## config.mk

```make
export PLATFORM = sky130hd
export DESIGN_NAME = es_irq_gen
export DESIGN_NICKNAME = d
export VERILOG_FILES = /design/src/rtl/es_irq_pkg.sv /design/src/rtl/es_sticky.sv /design/src/rtl/es_sec_div.sv /design/src/rtl/es_irq_comb.sv /design/src/rtl/es_irq_gen.sv
export SDC_FILE = /design/constraint.sdc
export NUM_CORES = 1
export LEC_CHECK = 0
export BUFFER_PORTS_ARGS = -buffer_cell sky130_fd_sc_hd__buf_2
export CAP_MARGIN = 20
export CORE_UTILIZATION = 35
export CTS_BUF_LIST = sky130_fd_sc_hd__clkbuf_16
export CTS_CLUSTER_SIZE = 40
export DETAILED_ROUTE_END_ITERATION = 16
export PLACE_DENSITY = 0.57
export SLEW_MARGIN = 20
export SYNTH_ARGS = -nofsm -noshare
export SYNTH_HDL_FRONTEND = slang
export SYNTH_SLANG_ARGS = --single-unit
```

## constraint.sdc

```tcl
create_clock -name clk_rx_i -period 1.9 [get_ports clk_rx_i]
set_input_delay 0.38 -clock clk_rx_i [delete_from_list [all_inputs] [get_ports clk_rx_i]]
set_output_delay 0.38 -clock clk_rx_i [all_outputs]
set_load 0.05 [all_outputs]
```

## src/rtl/es_irq_pkg.sv

```systemverilog
package es_irq_pkg;

   localparam int unsigned ES_NUM_EVT = 8;

   // Bit positions of the event classes on evt_i and in the status word
   typedef enum logic [2:0] {
      EV_FRAME_ERR = 3'd0,
      EV_CRC_ERR   = 3'd1,
      EV_CODE_VIOL = 3'd2,
      EV_ALIGN_OUT = 3'd3,
      EV_SIG_LOST  = 3'd4,
      EV_AIS       = 3'd5,
      EV_RX_SLIP   = 3'd6,
      EV_TX_SLIP   = 3'd7
   } es_evt_e;

   // Helper for the derived widths of the config and status words
   function automatic int unsigned es_word_w(input int unsigned n_evt);
      return n_evt + 2;
   endfunction

endpackage

```

## src/rtl/es_sticky.sv

```systemverilog
module es_sticky #(
   parameter int unsigned W = 1
) (
   input  logic         clk_i,
   input  logic         rst_ni,
   input  logic [W-1:0] set_i,
   input  logic         clr_i,
   output logic [W-1:0] q_o
);

   if (W < 1) begin : g_bad_w
      $error("es_sticky: W must be at least 1");
   end

   // A set in the same cycle as a clear takes priority
   always_ff @(posedge clk_i) begin
      if (!rst_ni) begin
         q_o <= '0;
      end else begin
         q_o <= (q_o & ~{W{clr_i}}) | set_i;
      end
   end

endmodule

```

## src/rtl/es_sec_div.sv

```systemverilog
module es_sec_div #(
   parameter int unsigned TC = 1544000
) (
   input  logic clk_i,
   input  logic rst_ni,
   output logic tick_o
);

   localparam int unsigned CW = (TC > 1) ? $clog2(TC) : 1;
   localparam logic [CW-1:0] LAST = CW'(TC - 1);

   if (TC < 2) begin : g_bad_tc
      $error("es_sec_div: TC must be at least 2");
   end

   logic [CW-1:0] cnt_q;

   assign tick_o = (cnt_q == LAST);

   always_ff @(posedge clk_i) begin
      if (!rst_ni) begin
         cnt_q <= '0;
      end else if (tick_o) begin
         cnt_q <= '0;
      end else begin
         cnt_q <= cnt_q + 1'b1;
      end
   end

endmodule

```

## src/rtl/es_irq_comb.sv

```systemverilog
module es_irq_comb #(
   parameter bit REG_OUT = 1'b0
) (
   input  logic clk_i,
   input  logic rst_ni,
   input  logic es_flag_i,
   input  logic es_ie_i,
   input  logic sec_flag_i,
   input  logic sec_ie_i,
   output logic irq_o
);

   logic req;

   assign req = (es_flag_i & es_ie_i) | (sec_flag_i & sec_ie_i);

   if (REG_OUT) begin : g_reg
      logic irq_q;
      always_ff @(posedge clk_i) begin
         if (!rst_ni) begin
            irq_q <= 1'b0;
         end else begin
            irq_q <= req;
         end
      end
      assign irq_o = irq_q;
   end else begin : g_comb
      logic unused_clk;
      assign unused_clk = clk_i ^ rst_ni;
      assign irq_o = req;
   end

endmodule

```

## src/rtl/es_irq_gen.sv

```systemverilog
module es_irq_gen
   import es_irq_pkg::*;
#(
   parameter int unsigned NUM_EVT = ES_NUM_EVT,
   parameter int unsigned SEC_TC  = 1544000,
   parameter bit          IRQ_REG = 1'b0,
   localparam int unsigned WW     = es_word_w(NUM_EVT)
) (
   input  logic               clk_rx_i,
   input  logic               rst_rx_ni,
   input  logic [NUM_EVT-1:0] evt_i,
   input  logic               cfg_we_i,
   input  logic [WW-1:0]      cfg_wdata_i,
   input  logic               st_rd_i,
   output logic [WW-1:0]      st_rdata_o,
   output logic               irq_o
);

   localparam int unsigned ES_BIT  = NUM_EVT;
   localparam int unsigned SEC_BIT = NUM_EVT + 1;

   if (NUM_EVT < 1) begin : g_bad_nevt
      $error("es_irq_gen: NUM_EVT must be at least 1");
   end
   if (SEC_TC < 2) begin : g_bad_tc
      $error("es_irq_gen: SEC_TC must be at least 2");
   end

   logic [WW-1:0]      cfg_q;
   logic [NUM_EVT-1:0] evt_en;
   logic               es_ie;
   logic               sec_ie;
   logic               es_hit;
   logic               sec_tick;
   logic [NUM_EVT-1:0] evt_q;
   logic               es_q;
   logic               sec_q;

   // Configuration register: class enables and interrupt enables
   always_ff @(posedge clk_rx_i) begin
      if (!rst_rx_ni) begin
         cfg_q <= '0;
      end else if (cfg_we_i) begin
         cfg_q <= cfg_wdata_i;
      end
   end

   assign evt_en = cfg_q[NUM_EVT-1:0];
   assign es_ie  = cfg_q[ES_BIT];
   assign sec_ie = cfg_q[SEC_BIT];
   assign es_hit = |(evt_i & evt_en);

   // Raw event record, unmasked
   es_sticky #(.W(NUM_EVT)) u_evt_st (
      .clk_i  (clk_rx_i),
      .rst_ni (rst_rx_ni),
      .set_i  (evt_i),
      .clr_i  (st_rd_i),
      .q_o    (evt_q)
   );

   // Errored-second flag
   es_sticky #(.W(1)) u_es_st (
      .clk_i  (clk_rx_i),
      .rst_ni (rst_rx_ni),
      .set_i  (es_hit),
      .clr_i  (st_rd_i),
      .q_o    (es_q)
   );

   es_sec_div #(.TC(SEC_TC)) u_div (
      .clk_i  (clk_rx_i),
      .rst_ni (rst_rx_ni),
      .tick_o (sec_tick)
   );

   // One-second flag
   es_sticky #(.W(1)) u_sec_st (
      .clk_i  (clk_rx_i),
      .rst_ni (rst_rx_ni),
      .set_i  (sec_tick),
      .clr_i  (st_rd_i),
      .q_o    (sec_q)
   );

   es_irq_comb #(.REG_OUT(IRQ_REG)) u_irq (
      .clk_i      (clk_rx_i),
      .rst_ni     (rst_rx_ni),
      .es_flag_i  (es_q),
      .es_ie_i    (es_ie),
      .sec_flag_i (sec_q),
      .sec_ie_i   (sec_ie),
      .irq_o      (irq_o)
   );

   assign st_rdata_o = {sec_q, es_q, evt_q};

endmodule

```

-- After elaboration in Yosys (flattened, before gate mapping)
Cells that the tools add are included.
- latch bits: 0
- word-level logic and storage cells: 22
- output and inout port bits: 11
- flip-flop bits (word level): 41
- bits of input ports: 22
- memory bits (writable): 0
- ROM bits: 0
- memories kept: 0
- div/mod/pow operators: 0
- add/subtract/negate cells: 1
- magnitude comparators: 0
- shift operators: 0
- mux-type cells: 0
- bitwise logic cells: 13
- equality and inequality tests: 1
- $mul: 0
- reduce and logical (&&, ||, !) cells: 2
- operator list (kind ; number):
    $add A21 B1 Y21 const B ; 1
    $eq A21 B21 Y1 const B ; 1
    $and A8 B8 Y8 ; 2
    $not A8 Y8 ; 1
    $or A8 B8 Y8 ; 1
    $reduce_or A8 Y1 ; 1
    $and A1 B1 Y1 ; 4
    $or A1 B1 Y1 ; 3
    $not A1 Y1 ; 2
    $reduce_or A2 Y1 ; 1

-- Depth between registers and ports, before layout
Gate-level depths: netlist of the first run.
- word-level depth: 3
- depth in mapped cells: 7
- gate-level depth less buffers: 5

-- Hierarchy
A second synthesis of the first run with hierarchy kept.
- cell total of the unflattened synthesis: 178
- area, all modules: 1732.9 sq um
- modules (own cells, without submodules) (module ; sequential area each (sq um) ; cells each ; instances ; area each (sq um)):
    es_sec_div ; 420.4 ; 108 ; 1 ; 940.9
    es_irq_gen ; 200.2 ; 38 ; 1 ; 425.4
    es_sticky (u_evt_st) ; 160.2 ; 25 ; 1 ; 275.3
    es_sticky (u_es_st ...) ; 20.0 ; 3 ; 2 ; 41.3
    es_irq_comb ; 0.0 ; 1 ; 1 ; 8.8

-- Worst setup path before layout of the first run
No wires, ideal clock.
- path kind: reg-to-reg
- start point: register u_div.cnt_q[0]
- end point: register u_div.cnt_q[20]
- setup time: 0.070 ns
- period minus slack after synthesis: 1.712 ns
- setup slack: 0.188 ns
- buffers on the path: 0
- arrival: 1.642 ns
- data required time: 1.830 ns
- cell stages (with the launch flop): 6
- path through: dfxtp_1 ha_1 nand4_1 or4b_4 or3_1 a21oi_1
- cells in the longest elaborated chain, start to end: 2
- elaborated cells between the ends (all ways): 3
- classes of those cells: 1 x add/sub; 1 x eq/ne; 1 x reduce/logical
- RTL lines (what ; line ; source):
    start, declared ; es_sec_div.sv:16 ; logic [CW-1:0] cnt_q;
    start signal, assigned ; es_sec_div.sv:26 ; cnt_q <= cnt_q + 1'b1;
    parallel branches: the longest is 2 deep, another holds $add A21 B1 Y21 ; - ;
Parallel ways; which one is timed is not known.
A chain may end at the register's enable or synchronous reset.

-- Worst setup path after layout of the first run
Ends and elaborated chain as after synthesis.

==> results of run 1 <==
## path summary, 6_finish.rpt
path,cells past startpoint,end
max reg2reg,5,u_div.cnt_q[20]
min,3,u_evt_st.q_o[3]
min reg2reg,1,u_div.cnt_q[0]
max,5,u_div.cnt_q[20]
## cells by family after synthesis
logic type | count (synthesis)
AND/OR/NAND/NOR | 78
flip-flops | 41
AO/OA/AOI/OAI | 26
XOR/XNOR | 14
buffers and inverters | 12
multiplexers | 10
adder cells (fa/ha/maj) | 1
## state kept, by name, summed over array words and instances, names as in the netlist
name,count
u_es_st.q_o,1
cfg_q,10
u_evt_st.q_o,8
u_sec_st.q_o,1
u_div.cnt_q,21
## layout by cell type, fill, tap and decap left out, types with 2 or more instances in the layout
cell type / count
buf_2: 32
nor4_1: 5
nand2_1: 9
and3_1: 3
a21oi_1: 14
clkbuf_16: 5
and4_1: 3
xor2_1: 5
dfxtp_1: 41
nand3_1: 6
inv_1: 2
or3_1: 4
a22o_1: 2
xnor2_1: 9
mux2i_1: 10
nand4_1: 5
o21ai_0: 4
nor2_1: 36
nor3_1: 2
buf_4: 7
## worst max-delay path: cells and delay by family (launching register included)
kind / cells / cell delay (ps)
AOI/OAI and AO/OA: 1 / 140
adders and majority gates: 1 / 180
DFF: 1 / 370
and+or+nand+nor: 3 / 1020
## layer usage
metal	track usage (%)	up-vias	part of all wire [%]
met5	0	-	0
met4	7.333	0	2.2
met3	4.986	6	4.1
met2	22.97	20	42
met1	19.22	627	51
li1	-	711	-
## power groups by stage
stage | registers (mW) | logic [mW] | clock network (mW)
2_1_floorplan | 0.964 | 0.0775 | 0
3_3_place_gp | 0.929 | 0.166 | 0
3_5_place_dp | 0.930 | 0.167 | 0
4_1_cts | 0.911 | 0.168 | 0.951
5_1_grt | 0.916 | 0.181 | 0.994
6_report | 0.912 | 0.165 | 0.923
## area by class of cell
| class | instances | area [sq um] |
|---|---|---|
| fill | 440 | 2411 |
| sequential | 41 | 820.8 |
| multi-input combinational | 129 | 793.3 |
| timing repair buffer | 39 | 212.7 |
| clock buffer | 5 | 125.1 |
| tap | 52 | 65.06 |
| clock inverter | 2 | 35.03 |
| inverter | 3 | 11.26 |
==> impl_table.tex, run 1 <==
\begin{tabular}{lr}
\hline
Metric & Value \\
\hline
\multicolumn{2}{l}{\textbf{Clock tree}} \\
\quad Clock insertion delay at the later pin of the skew report & $\sim$280 ps \\
\quad Number of gates resized after CTS & 0 \\
\quad Clock buffer count from CTS & 5 \\
\quad Clock Tree Buf Depth & 2 \\
\quad Post-CTS setup buffer count & 0 \\
\quad Count of hold buffers inserted by post-cts repair & 0 \\
\quad TritonCTS clock tree & built \\
\quad Clk root buf & clkbuf\_16 \\
\quad Clock-pin slew on the worst setup and hold paths & approximately 60 ps \\
\quad Number of sinks handled by clock tree synthesis & 41 \\
\quad CTS HTree Levels & 2 \\
\multicolumn{2}{l}{\textbf{Logic synthesis}} \\
\quad Proportion of synthesized chip area in sequential cells & about half \\
\quad List of most frequent post-synthesis cells & 41 x dfxtp\_1, 36 x nor2\_1, 14 x a21oi\_1 \\
\quad Async S/R FF share, synth & 0\% \\
\quad Largest family of logic cells by synthesized area & simple AND/OR/NAND/NOR gates \\
\quad Adder-cell share of the synthesized area & 0.7491\% \\
\quad Number of storage elements in the synthesis netlist & approximately 40 \\
\quad Dominant cells by area after synthesis & dfxtp\_1 49\%, nor2\_1 8.1\%, mux2i\_1 6.0\%, xnor2\_1 4.7\%, a21oi\_1 4.2\% \\
\quad Xor-xnor portion of the synthesized cell area & under 10\% \\
\quad Cell with the most instances after synthesis & dfxtp\_1 \\
\quad Number of distinct library cells after synthesis & 33 \\
\quad Area share of the largest cell type after synthesis & between 40\% and 50\% \\
\quad Number of instances in the synthesized netlist & 182 \\
\quad Primary FF master, synth & dfxtp\_1 \\
\quad Netlist area before placement & around 1700 sq um \\
\quad Synth Area in Simple Gates & between 20\% and 30\% \\
\quad Cell taking the most area after synthesis & dfxtp\_1 \\
\quad Mapped Nets & just over 200 \\
\quad Number of flops mapped to enable cells by yosys & 0 \\
\quad Avg Synthesized Cell Area & 9.178 sq um \\
\quad Fraction of the mapped netlist area in compound gates & a little under a tenth \\
\quad Number of warnings printed during yosys synthesis & 0 \\
\quad Multiplexer fraction of the synthesized cell area & approximately 6\% \\
\multicolumn{2}{l}{\textbf{STA}} \\
\quad FMAX & approximately 570 MHz \\
\quad Final WS setup & between 100 and 150 ps \\
\quad Hold Vio Cnt, Final & 0 \\
\quad Final-report setup violation count & 0 \\
\quad Final count of pins violating max slew & 0 \\
\quad Worst slew slack as a fraction of its limit & 74.25\% \\
\quad Post-route worst hold slack & approximately 320 ps \\
\quad Tcrit/Tclk final & 92.97\% \\
\quad Worst Skew & 3.860 ps \\
\quad Time the worst path needs with I/O delays and setup & approximately 1800 ps \\
\quad RSZ-0062 raised after global routing & false \\
\quad Transition at the pin with the smallest max-transition slack & about 380 ps \\
\quad Setup total negative slack & 0 ps \\
\multicolumn{2}{l}{\textbf{Power}} \\
\quad Combinational fraction of design power & 8.3\% \\
\quad Internal power summed over all cells & 1.561 mW \\
\quad Static Leakage & $\sim$0.84 nW \\
\quad Switching power total & roughly 440 uW \\
\quad Post-layout total power & roughly 2 mW \\
\quad Power Dens Cells & 969.3 nW/um\^{}2 \\
\quad Relative contribution of sequential cells to total power & 45.6\% \\
\quad Net switching fraction of the power & 21.96\% \\
\quad Relative contribution of the clock network to total power & a little under half \\
\quad Peak supply drop & roughly 0.45 mV \\
\multicolumn{2}{l}{\textbf{Global route}} \\
\quad Number of global-route vias before repair & around 1,300 \\
\quad Overflow left after global routing & 0 \\
\quad Initial antenna violation count & 0 \\
\quad Global-route wire length before repair & a little under 6000 um \\
\quad Global routing usage summed across all routing layers & 15.08\% \\
\quad Largest net degree at the start of global routing & 22 \\
\multicolumn{2}{l}{\textbf{Cells and area}} \\
\quad Number of standard cells in the layout, taps in and fillers out & approximately 270 \\
\quad Diode count & 0 \\
\quad Proportion of layout cells with a drive suffix above 1 & a little under a quarter \\
\quad Final \#Nets & 242 \\
\quad Layout Cell Area excl Fill & about 2100 sq um \\
\quad Final core utilization & 46.11\% \\
\quad Synth-to-layout area growth & 23.52\% \\
\multicolumn{2}{l}{\textbf{Setup path}} \\
\quad Delay of the slowest cell on the worst path & $\sim$550 ps \\
\quad Ordered list of cells on the worst path & ha\_1, nand4\_1, or4b\_4, or3\_1, a21oi\_1 \\
\quad WP data required & $\sim$2100 ps \\
\quad Maximum net fanout on the critical path & 5 \\
\quad Crit. End Element & flop \\
\quad Worst reg-to-reg setup slack & approximately 130 ps \\
\quad Startpoint of the most critical register-to-register path & u\_div.cnt\_q[0] \\
\quad Critical path startpoint & u\_div.cnt\_q[0] \\
\quad Critical Path Slowest Stage Cell & or4b\_4 \\
\quad Worst setup SP type & flop \\
\quad Critical Path AT & about 2000 ps \\
\quad Category of the most critical setup path & flop to flop \\
\multicolumn{2}{l}{\textbf{Drt}} \\
\quad DRT iter0 DRCs & 60 \\
\quad Remaining number of nets flagged by the antenna check after routing & 0 \\
\quad Detailed-route wire length per cell & roughly 12 um \\
\quad DRT Wirelength & between 3000 and 4000 um \\
\quad Pre-antenna DRT Iters & 11 \\
\quad Total vias in the final route & 1,364 \\
\quad Vias per inst & 5.033 \\
\quad Drt drc & 2 \\
\multicolumn{2}{l}{\textbf{Place}} \\
\quad Gp weighted congestion & slightly below 0.8 \\
\quad Placed standard-cell area & $\sim$1900 sq um \\
\quad Post-placement setup slack & between 150 and 200 ps \\
\quad \# port buffers & 32 \\
\quad Estimated wirelength of the detail-placed design & 2397 um \\
\quad Dpl cells & between 200 and 300 \\
\multicolumn{2}{l}{\textbf{Die}} \\
\quad Number of rows created at floorplan & 24 \\
\quad Starting density of the core & roughly 37\% \\
\quad Ports & 33 \\
\quad Die area & between 5000 and 6000 sq um \\
\quad Die X-Extent & 71.08 um \\
\quad Core outline area & 4474 sq um \\
\quad Vert. Die Dim & 71.08 um \\
\multicolumn{2}{l}{\textbf{Run}} \\
\quad Max-cap violations & 0 \\
\multicolumn{2}{l}{\textbf{Worst hold path}} \\
\quad Worst hold path class & input port to flop \\
\quad Startpoint of the tightest hold check path & evt\_i[3] \\
\multicolumn{2}{l}{\textbf{Run status}} \\
\quad Failing checks & design-rule violations \\
\quad Status & finished with violations \\
\hline
\end{tabular}
No activity file was read; power rests on OpenSTA's default activity.
==> run 2: changes to the inputs <==
CORE_UTILIZATION = 45   (was 35)
PLACE_DENSITY = 0.67   (was 0.57)
==> impl_table.tex, run 2 (synthesis results as in run 1) <==
\begin{tabular}{lr}
\hline
Metric & Value \\
\hline
\multicolumn{2}{l}{\textbf{Cells and area}} \\
\quad Top flop regs & u\_div.cnt\_q (21), cfg\_q (10), u\_evt\_st.q\_o (8) \\
\quad Diode count & 0 (unchanged) \\
\quad Final core utilization & 59.40\% (+13 points) \\
\quad Synth-to-layout area growth & 22.40\% \\
\quad Proportion of layout cells with a drive suffix above 1 & 22.48\% (-0.81 points) \\
\quad Flip-flop count of the largest register after layout & 21 (unchanged) \\
\quad Final \#Nets & 240 (-0.83\%) \\
\quad Most common cell after layout, fill and taps aside & dfxtp\_1 \\
\quad Register bank with the most flops & u\_div.cnt\_q \\
\quad Commonest non-fill, non-tap cells in the layout & 40 x dfxtp\_1, 36 x nor2\_1, 32 x buf\_2 \\
\multicolumn{2}{l}{\textbf{Global route}} \\
\quad Number of global-route vias before repair & 1,371 (+4.7\%) \\
\quad Global-route wire length before repair & 5761 um (-1.4\%) \\
\quad Overflow left after global routing & 0 (unchanged) \\
\quad Initial antenna violation count & 0 (unchanged) \\
\quad Largest net degree at the start of global routing & 22 (unchanged) \\
\quad Global routing usage summed across all routing layers & 18.65\% (+3.6 points) \\
\multicolumn{2}{l}{\textbf{Drt}} \\
\quad Drt drc & 0 (-2) \\
\quad Total vias in the final route & 1,376 (+0.88\%) \\
\quad Detailed-route wire length per cell & 12.77 um (+5.7\%) \\
\quad DRT Wirelength & 3372 um (+3.0\%) \\
\quad Remaining number of nets flagged by the antenna check after routing & 0 (unchanged) \\
\quad DRT iter0 DRCs & 71 (+18\%) \\
\quad Pre-antenna DRT Iters & 4 (-7) \\
\quad Vias per inst & 5.212 (+3.6\%) \\
\multicolumn{2}{l}{\textbf{Run}} \\
\quad Max-cap violations & 0 (unchanged) \\
\multicolumn{2}{l}{\textbf{Setup path}} \\
\quad Worst setup SP type & flop \\
\quad Startpoint of the most critical register-to-register path & u\_div.cnt\_q[0] \\
\quad WP data required & 2110 ps (about the same) \\
\quad Category of the most critical setup path & flop to flop \\
\quad Crit. End Element & flop \\
\quad Critical path startpoint & u\_div.cnt\_q[0] \\
\quad Worst reg-to-reg setup slack & 130 ps (about the same) \\
\quad Critical Path AT & 1980 ps (about the same) \\
\quad Maximum net fanout on the critical path & 5 (unchanged) \\
\multicolumn{2}{l}{\textbf{Power}} \\
\quad Power Dens Cells & 973.7 nW/um\^{}2 (+0.45\%) \\
\quad Static Leakage & 0.8353 nW (-0.84\%) \\
\quad Peak supply drop & 0.6056 mV (+36\%) \\
\multicolumn{2}{l}{\textbf{STA}} \\
\quad Worst Skew & 1.937 ps (-1.923 ps) \\
\quad Final-report setup violation count & 0 (unchanged) \\
\quad FMAX & 564.1 MHz (-0.34\%) \\
\quad Hold Vio Cnt, Final & 0 (unchanged) \\
\quad Final count of pins violating max slew & 0 (unchanged) \\
\quad Setup total negative slack & 0 ps (unchanged) \\
\quad RSZ-0062 raised after global routing & false \\
\quad Transition at the pin with the smallest max-transition slack & 380.1 ps (-2.620 ps) \\
\quad Tcrit/Tclk final & 93.29\% (+0.32 points) \\
\quad Worst slew slack as a fraction of its limit & 74.66\% (+0.41 points) \\
\quad Time the worst path needs with I/O delays and setup & 1773 ps (+6.102 ps) \\
\multicolumn{2}{l}{\textbf{Place}} \\
\quad Estimated wirelength of the detail-placed design & 2507 um (+4.6\%) \\
\quad \# port buffers & 32 (unchanged) \\
\quad Gp weighted congestion & 0.8510 (+7.5\%) \\
\multicolumn{2}{l}{\textbf{Die}} \\
\quad Number of rows created at floorplan & 21 (-13\%) \\
\quad Die X-Extent & 62.93 um (-11\%) \\
\quad Ports & 33 (unchanged) \\
\quad Vert. Die Dim & 62.93 um (-11\%) \\
\quad Starting density of the core & 48.53\% (+11 points) \\
\quad Core outline area & 3442 sq um (-23\%) \\
\quad Die area & 3960 sq um (-22\%) \\
\multicolumn{2}{l}{\textbf{Worst hold path}} \\
\quad Startpoint of the tightest hold check path & evt\_i[2] \\
\quad Worst hold path class & input port to flop \\
\multicolumn{2}{l}{\textbf{Clock tree}} \\
\quad Number of sinks handled by clock tree synthesis & 41 (unchanged) \\
\quad TritonCTS clock tree & built \\
\quad Clock-pin slew on the worst setup and hold paths & 60 ps (about the same) \\
\quad Clock Tree Buf Depth & 2 (unchanged) \\
\quad Clk root buf & clkbuf\_16 \\
\quad Clock buffer count from CTS & 5 (unchanged) \\
\quad Post-CTS setup buffer count & 0 (unchanged) \\
\quad Clock insertion delay at the later pin of the skew report & 280 ps (about the same) \\
\quad CTS HTree Levels & 2 (unchanged) \\
\multicolumn{2}{l}{\textbf{Run status}} \\
\quad Status & complete, no violations \\
\hline
\end{tabular}
## run 2: changes by cell type in the layout (fill, tap and decap cells not counted)
cell	delta
inv_1	+1
clkinv_2	-1
clkinv_1	+1
dfxtp_1	-1
dfxtp_2	+1
buf_4	-2
## run 2: repair_timing
item                                    CTS  global route
hold buffers                              0             0
resized for setup                         0             1
endpoints found under the hold margin     0             0
endpoints found under the setup margin    0             2
## run 2: final timing paths
| check | to | cells after the start |
|---|---|---|
| max | u_div.cnt_q[18] | 5 |
| min | u_evt_st.q_o[2] | 3 |
| max reg2reg | u_div.cnt_q[18] | 5 |
| min reg2reg | u_div.cnt_q[0] | 1 |
## run 2: power breakdown
part           internal [mW]  switching (mW)
registers              0.892          0.0198
clock network          0.609           0.305
logic                 0.0588           0.105
## run 2: layer usage
metal	routed length [um]	GRT usage [%]	vias to the layer above
met3	166	5.474	2
met5	0	0	-
met2	1679	29.97	31
met4	12	7.849	0
li1	-	-	706
met1	1513	23.06	637
## run 2: layout make-up
cell class / count / area [sq um]
Clock inverter: 3 / 37.54
Multi-Input combinational cell: 129 / 793.3
Timing Repair Buffer: 37 / 197.7
Sequential cell: 41 / 822.0
Tap cell: 46 / 57.56
Clock buffer: 5 / 125.1
Fill cell: 313 / 1398
Inverter: 3 / 11.26
## run 2: critical path, stage by stage, from the launching register on
cell	delay (ps)
dfxtp_2	350
ha_1	160
nand4_1	160
or4b_4	550
or3_1	330
a21oi_1	150
## run 2: stage by stage
stage	std cells	power, mW	instance area (sq um)	hold slack, ps	setup WS [ps]
after global routing	264	2.070	2044	330.6	32.07
after detailed placement	256	1.096	1881	449.1	94.35
after CTS	264	2.008	2043	325.7	93.64
after global placement	256	1.090	1881	439.5	184.0
after floorplan	182	1.042	1670	426.1	188.2
final	264	1.991	2044	326.5	127.4
==> run 3: changes to the inputs <==
SYNTH_HIERARCHICAL = 1   (was not set)
==> impl_table.tex, run 3 <==
\begin{tabular}{lr}
\hline
Metric & Value \\
\hline
\multicolumn{2}{l}{\textbf{Cells and area}} \\
\quad Commonest non-fill, non-tap cells in the layout & 41 x dfxtp\_1, 32 x buf\_2, 18 x nor2b\_1 \\
\quad Footprint of the multi-input gates & 873.3 sq um (+10\%) \\
\quad Top flop regs & u\_div/cnt\_q (21), cfg\_q (10), u\_evt\_st/q\_o (8) \\
\quad Count of fill cells added during filler insertion & 338 (+8.0\%) \\
\quad Final \#Nets & 239 (-0.42\%) \\
\quad Sequential standard cell area & 820.8 sq um (-0.15\%) \\
\quad Flip-flop count of the largest register after layout & 21 (unchanged) \\
\quad Final core utilization & 57.53\% (-1.9 points) \\
\quad Diode count & 0 (unchanged) \\
\quad Proportion of layout cells with a drive suffix above 1 & 22.58\% (+0.10 points) \\
\quad Synth-to-layout area growth & 22.46\% (about the same) \\
\quad Register bank with the most flops & u\_div/cnt\_q \\
\quad Most common cell after layout, fill and taps aside & dfxtp\_1 \\
\multicolumn{2}{l}{\textbf{Run}} \\
\quad Max-cap violations & 0 (unchanged) \\
\multicolumn{2}{l}{\textbf{Global route}} \\
\quad Overflow left after global routing & 0 (unchanged) \\
\quad Number of global-route vias before repair & 1,406 (+2.6\%) \\
\quad Global-route wire length before repair & 5906 um (+2.5\%) \\
\quad Global routing usage summed across all routing layers & 19.08\% (+0.43 points) \\
\quad Initial antenna violation count & 0 (unchanged) \\
\quad Largest net degree at the start of global routing & 21 (-4.5\%) \\
\multicolumn{2}{l}{\textbf{Die}} \\
\quad Vert. Die Dim & 64.06 um (+1.8\%) \\
\quad Ports & 33 (unchanged) \\
\quad Starting density of the core & 46.98\% (-1.5 points) \\
\quad Die X-Extent & 64.06 um (+1.8\%) \\
\quad Number of rows created at floorplan & 22 (+4.8\%) \\
\quad Core outline area & 3689 sq um (+7.2\%) \\
\quad Die area & 4103 sq um (+3.6\%) \\
\multicolumn{2}{l}{\textbf{Clock tree}} \\
\quad Clock insertion delay at the later pin of the skew report & 280 ps (about the same) \\
\quad Count of hold buffers inserted by post-cts repair & 0 (unchanged) \\
\quad Number of sinks handled by clock tree synthesis & 41 (unchanged) \\
\quad Clock buffer count from CTS & 5 (unchanged) \\
\quad CTS HTree Levels & 2 (unchanged) \\
\quad Clock-pin slew on the worst setup and hold paths & 60 ps (about the same) \\
\quad Clk root buf & clkbuf\_16 \\
\quad Clock Tree Buf Depth & 2 (unchanged) \\
\quad TritonCTS clock tree & built \\
\multicolumn{2}{l}{\textbf{Logic synthesis}} \\
\quad List of most frequent post-synthesis cells & 41 x dfxtp\_1, 18 x nor2b\_1, 17 x nor2\_1 \\
\quad Proportion of synthesized chip area in sequential cells & 47.36\% (-1.8 points) \\
\quad Cell taking the most area after synthesis & dfxtp\_1 \\
\quad Area share of the largest cell type after synthesis & 47.36\% (-1.8 points) \\
\quad Dominant cells by area after synthesis & dfxtp\_1 47\%, nor2b\_1 6.5\%, mux2i\_1 5.8\%, o21a\_1 4.3\%, nor2\_1 3.7\% \\
\quad Number of distinct library cells after synthesis & 31 (-6.1\%) \\
\quad Avg Synthesized Cell Area & 9.735 sq um (+6.1\%) \\
\quad Mapped Nets & 201 (-2.0\%) \\
\quad Number of instances in the synthesized netlist & 178 (-2.2\%) \\
\quad Number of flops mapped to enable cells by yosys & 0 (unchanged) \\
\quad Async S/R FF share, synth & 0\% (unchanged) \\
\quad Number of warnings printed during yosys synthesis & 6 (+6) \\
\quad Number of storage elements in the synthesis netlist & 41 (unchanged) \\
\quad Primary FF master, synth & dfxtp\_1 \\
\quad Cell with the most instances after synthesis & dfxtp\_1 \\
\quad Netlist area before placement & 1733 sq um (+3.7\%) \\
\multicolumn{2}{l}{\textbf{Drt}} \\
\quad Remaining number of nets flagged by the antenna check after routing & 0 (unchanged) \\
\quad Drt drc & 0 (unchanged) \\
\quad Detailed-route wire length per cell & 13.54 um (+6.0\%) \\
\quad DRT Wirelength & 3588 um (+6.4\%) \\
\quad Total vias in the final route & 1,401 (+1.8\%) \\
\quad Vias per inst & 5.287 (+1.4\%) \\
\quad DRT iter0 DRCs & 71 (unchanged) \\
\quad Pre-antenna DRT Iters & 6 (+2) \\
\multicolumn{2}{l}{\textbf{Place}} \\
\quad \# port buffers & 32 (unchanged) \\
\quad Gp weighted congestion & 0.8095 (-4.9\%) \\
\quad Estimated wirelength of the detail-placed design & 2647 um (+5.6\%) \\
\multicolumn{2}{l}{\textbf{Setup path}} \\
\quad Critical Path AT & 2020 ps (+40 ps) \\
\quad Worst flop-to-flop path endpoint & u\_div/cnt\_q[20] \\
\quad Crit path to & u\_div/cnt\_q[20] \\
\quad Startpoint of the most critical register-to-register path & u\_div/cnt\_q[0] \\
\quad Crit. End Element & flop \\
\quad Worst setup SP type & flop \\
\quad Category of the most critical setup path & flop to flop \\
\quad Maximum net fanout on the critical path & 5 (unchanged) \\
\quad WP data required & 2120 ps (about the same) \\
\quad Critical path startpoint & u\_div/cnt\_q[0] \\
\quad Number of cells on the worst reg-to-reg path & 5 (unchanged) \\
\quad Worst reg-to-reg setup slack & 90 ps (-30 ps) \\
\multicolumn{2}{l}{\textbf{Worst hold path}} \\
\quad Worst hold path class & input port to flop \\
\multicolumn{2}{l}{\textbf{STA}} \\
\quad FMAX & 553.6 MHz (-1.9\%) \\
\quad Hold Vio Cnt, Final & 0 (unchanged) \\
\quad Setup total negative slack & 0 ps (unchanged) \\
\quad Final-report setup violation count & 0 (unchanged) \\
\quad Transition at the pin with the smallest max-transition slack & 327.7 ps (-52.43 ps) \\
\quad Final count of pins violating max slew & 0 (unchanged) \\
\quad Worst slew slack as a fraction of its limit & 77.95\% (+3.3 points) \\
\quad Time the worst path needs with I/O delays and setup & 1807 ps (+33.92 ps) \\
\quad RSZ-0062 raised after global routing & false \\
\quad Tcrit/Tclk final & 95.08\% (+1.8 points) \\
\quad Worst Skew & 4.579 ps (+2.642 ps) \\
\multicolumn{2}{l}{\textbf{Power}} \\
\quad Relative contribution of the clock network to total power & 45.7\% (-0.2 points) \\
\quad Peak supply drop & 0.6784 mV (+12\%) \\
\quad Power Dens Cells & 947.8 nW/um\^{}2 (-2.7\%) \\
\quad Internal power summed over all cells & 1.572 mW (+0.76\%) \\
\quad Combinational fraction of design power & 9.0\% (+0.7 points) \\
\quad Relative contribution of sequential cells to total power & 45.3\% (-0.5 points) \\
\quad Switching power total & 439.0 uW (+2.0\%) \\
\quad Net switching fraction of the power & 21.83\% (+0.21 points) \\
\quad Static Leakage & 0.8319 nW (-0.41\%) \\
\multicolumn{2}{l}{\textbf{Run status}} \\
\quad Status & complete, no violations \\
\hline
\end{tabular}
==> run 3: metrics by stage <==
stage	setup slack, ps	std cells	cell area, sq um	total power, mW	hold slack (ps)
CTS	63.94	264	2112	2.033	318.2
floorplan	136.7	178	1733	1.051	425.8
global placement	148.2	256	1949	1.102	442.0
finish	93.50	265	2122	2.011	323.8
detailed placement	76.08	256	1949	1.110	460.8
global route	5.553	265	2122	2.083	334.4
==> run 3: worst max-delay path: stages (launching register included) <==
cell and delay [ps]:
dfxtp_1 370, ha_2 230, nand3_1 100, or4_4 530
or3_1 370, a21oi_1 140
==> run 3: power groups by stage <==
stage                     Combinational [mW]  Clock [mW]  Sequential, mW
after global routing                   0.194       0.973           0.916
after global placement                 0.175           0           0.927
after CTS                              0.182       0.940           0.911
after detailed placement               0.181           0           0.930
after floorplan                       0.0867           0           0.964
final                                  0.181       0.919           0.912
==> run 3: cell families after synthesis <==
family,Yosys count,synth area share [%]
and+or+nand+nor,77,25.92
buffers and inverters,8,2.815
muxes,10,5.776
DFF,41,47.36
xor gates and xnor gates,13,6.570
AOI/OAI and AO/OA,28,10.83
adders and majority gates,1,0.7219
==> run 3: cell type report <==
class | count | share of cell area, %
Clock inverter | 3 | 1.769
Sequential cell | 41 | 38.68
Multi-Input combinational cell | 129 | 41.16
Timing Repair Buffer | 37 | 9.316
Tap cell | 48 | 2.830
Inverter | 2 | 0.3538
Clock buffer | 5 | 5.896
==> run 3: timing repair <==
item / in CTS / in global routing
resized for setup: 0 / 1
buffers inserted: 0 / 1
endpoints found under the setup margin: 0 / 3
hold endpoints to repair: 0 / 0
==> run 3: worst min-delay path by stage <==
stage / cells after the start / endpoint / start / slack [ps]
floorplan: 1 / u_div/cnt_q[0] / u_div/cnt_q[0] / 430
global placement: 1 / u_div/cnt_q[0] / u_div/cnt_q[0] / 440
global route: 2 / u_evt_st/q_o[1] / evt_i[1] / 330
detailed placement: 1 / u_div/cnt_q[0] / u_div/cnt_q[0] / 460
CTS: 2 / u_evt_st/q_o[4] / evt_i[4] / 320
finish: 2 / u_evt_st/q_o[4] / evt_i[4] / 320
==> run 3: metal layers <==
layer / wire length (um) / vias to the layer above / global-route usage (%)
met5: 0 / - / 0
met4: 67 / 0 / 10.51
met3: 125 / 7 / 4.821
met2: 1853 / 24 / 33.11
met1: 1542 / 667 / 21.11
li1: - / 703 / -
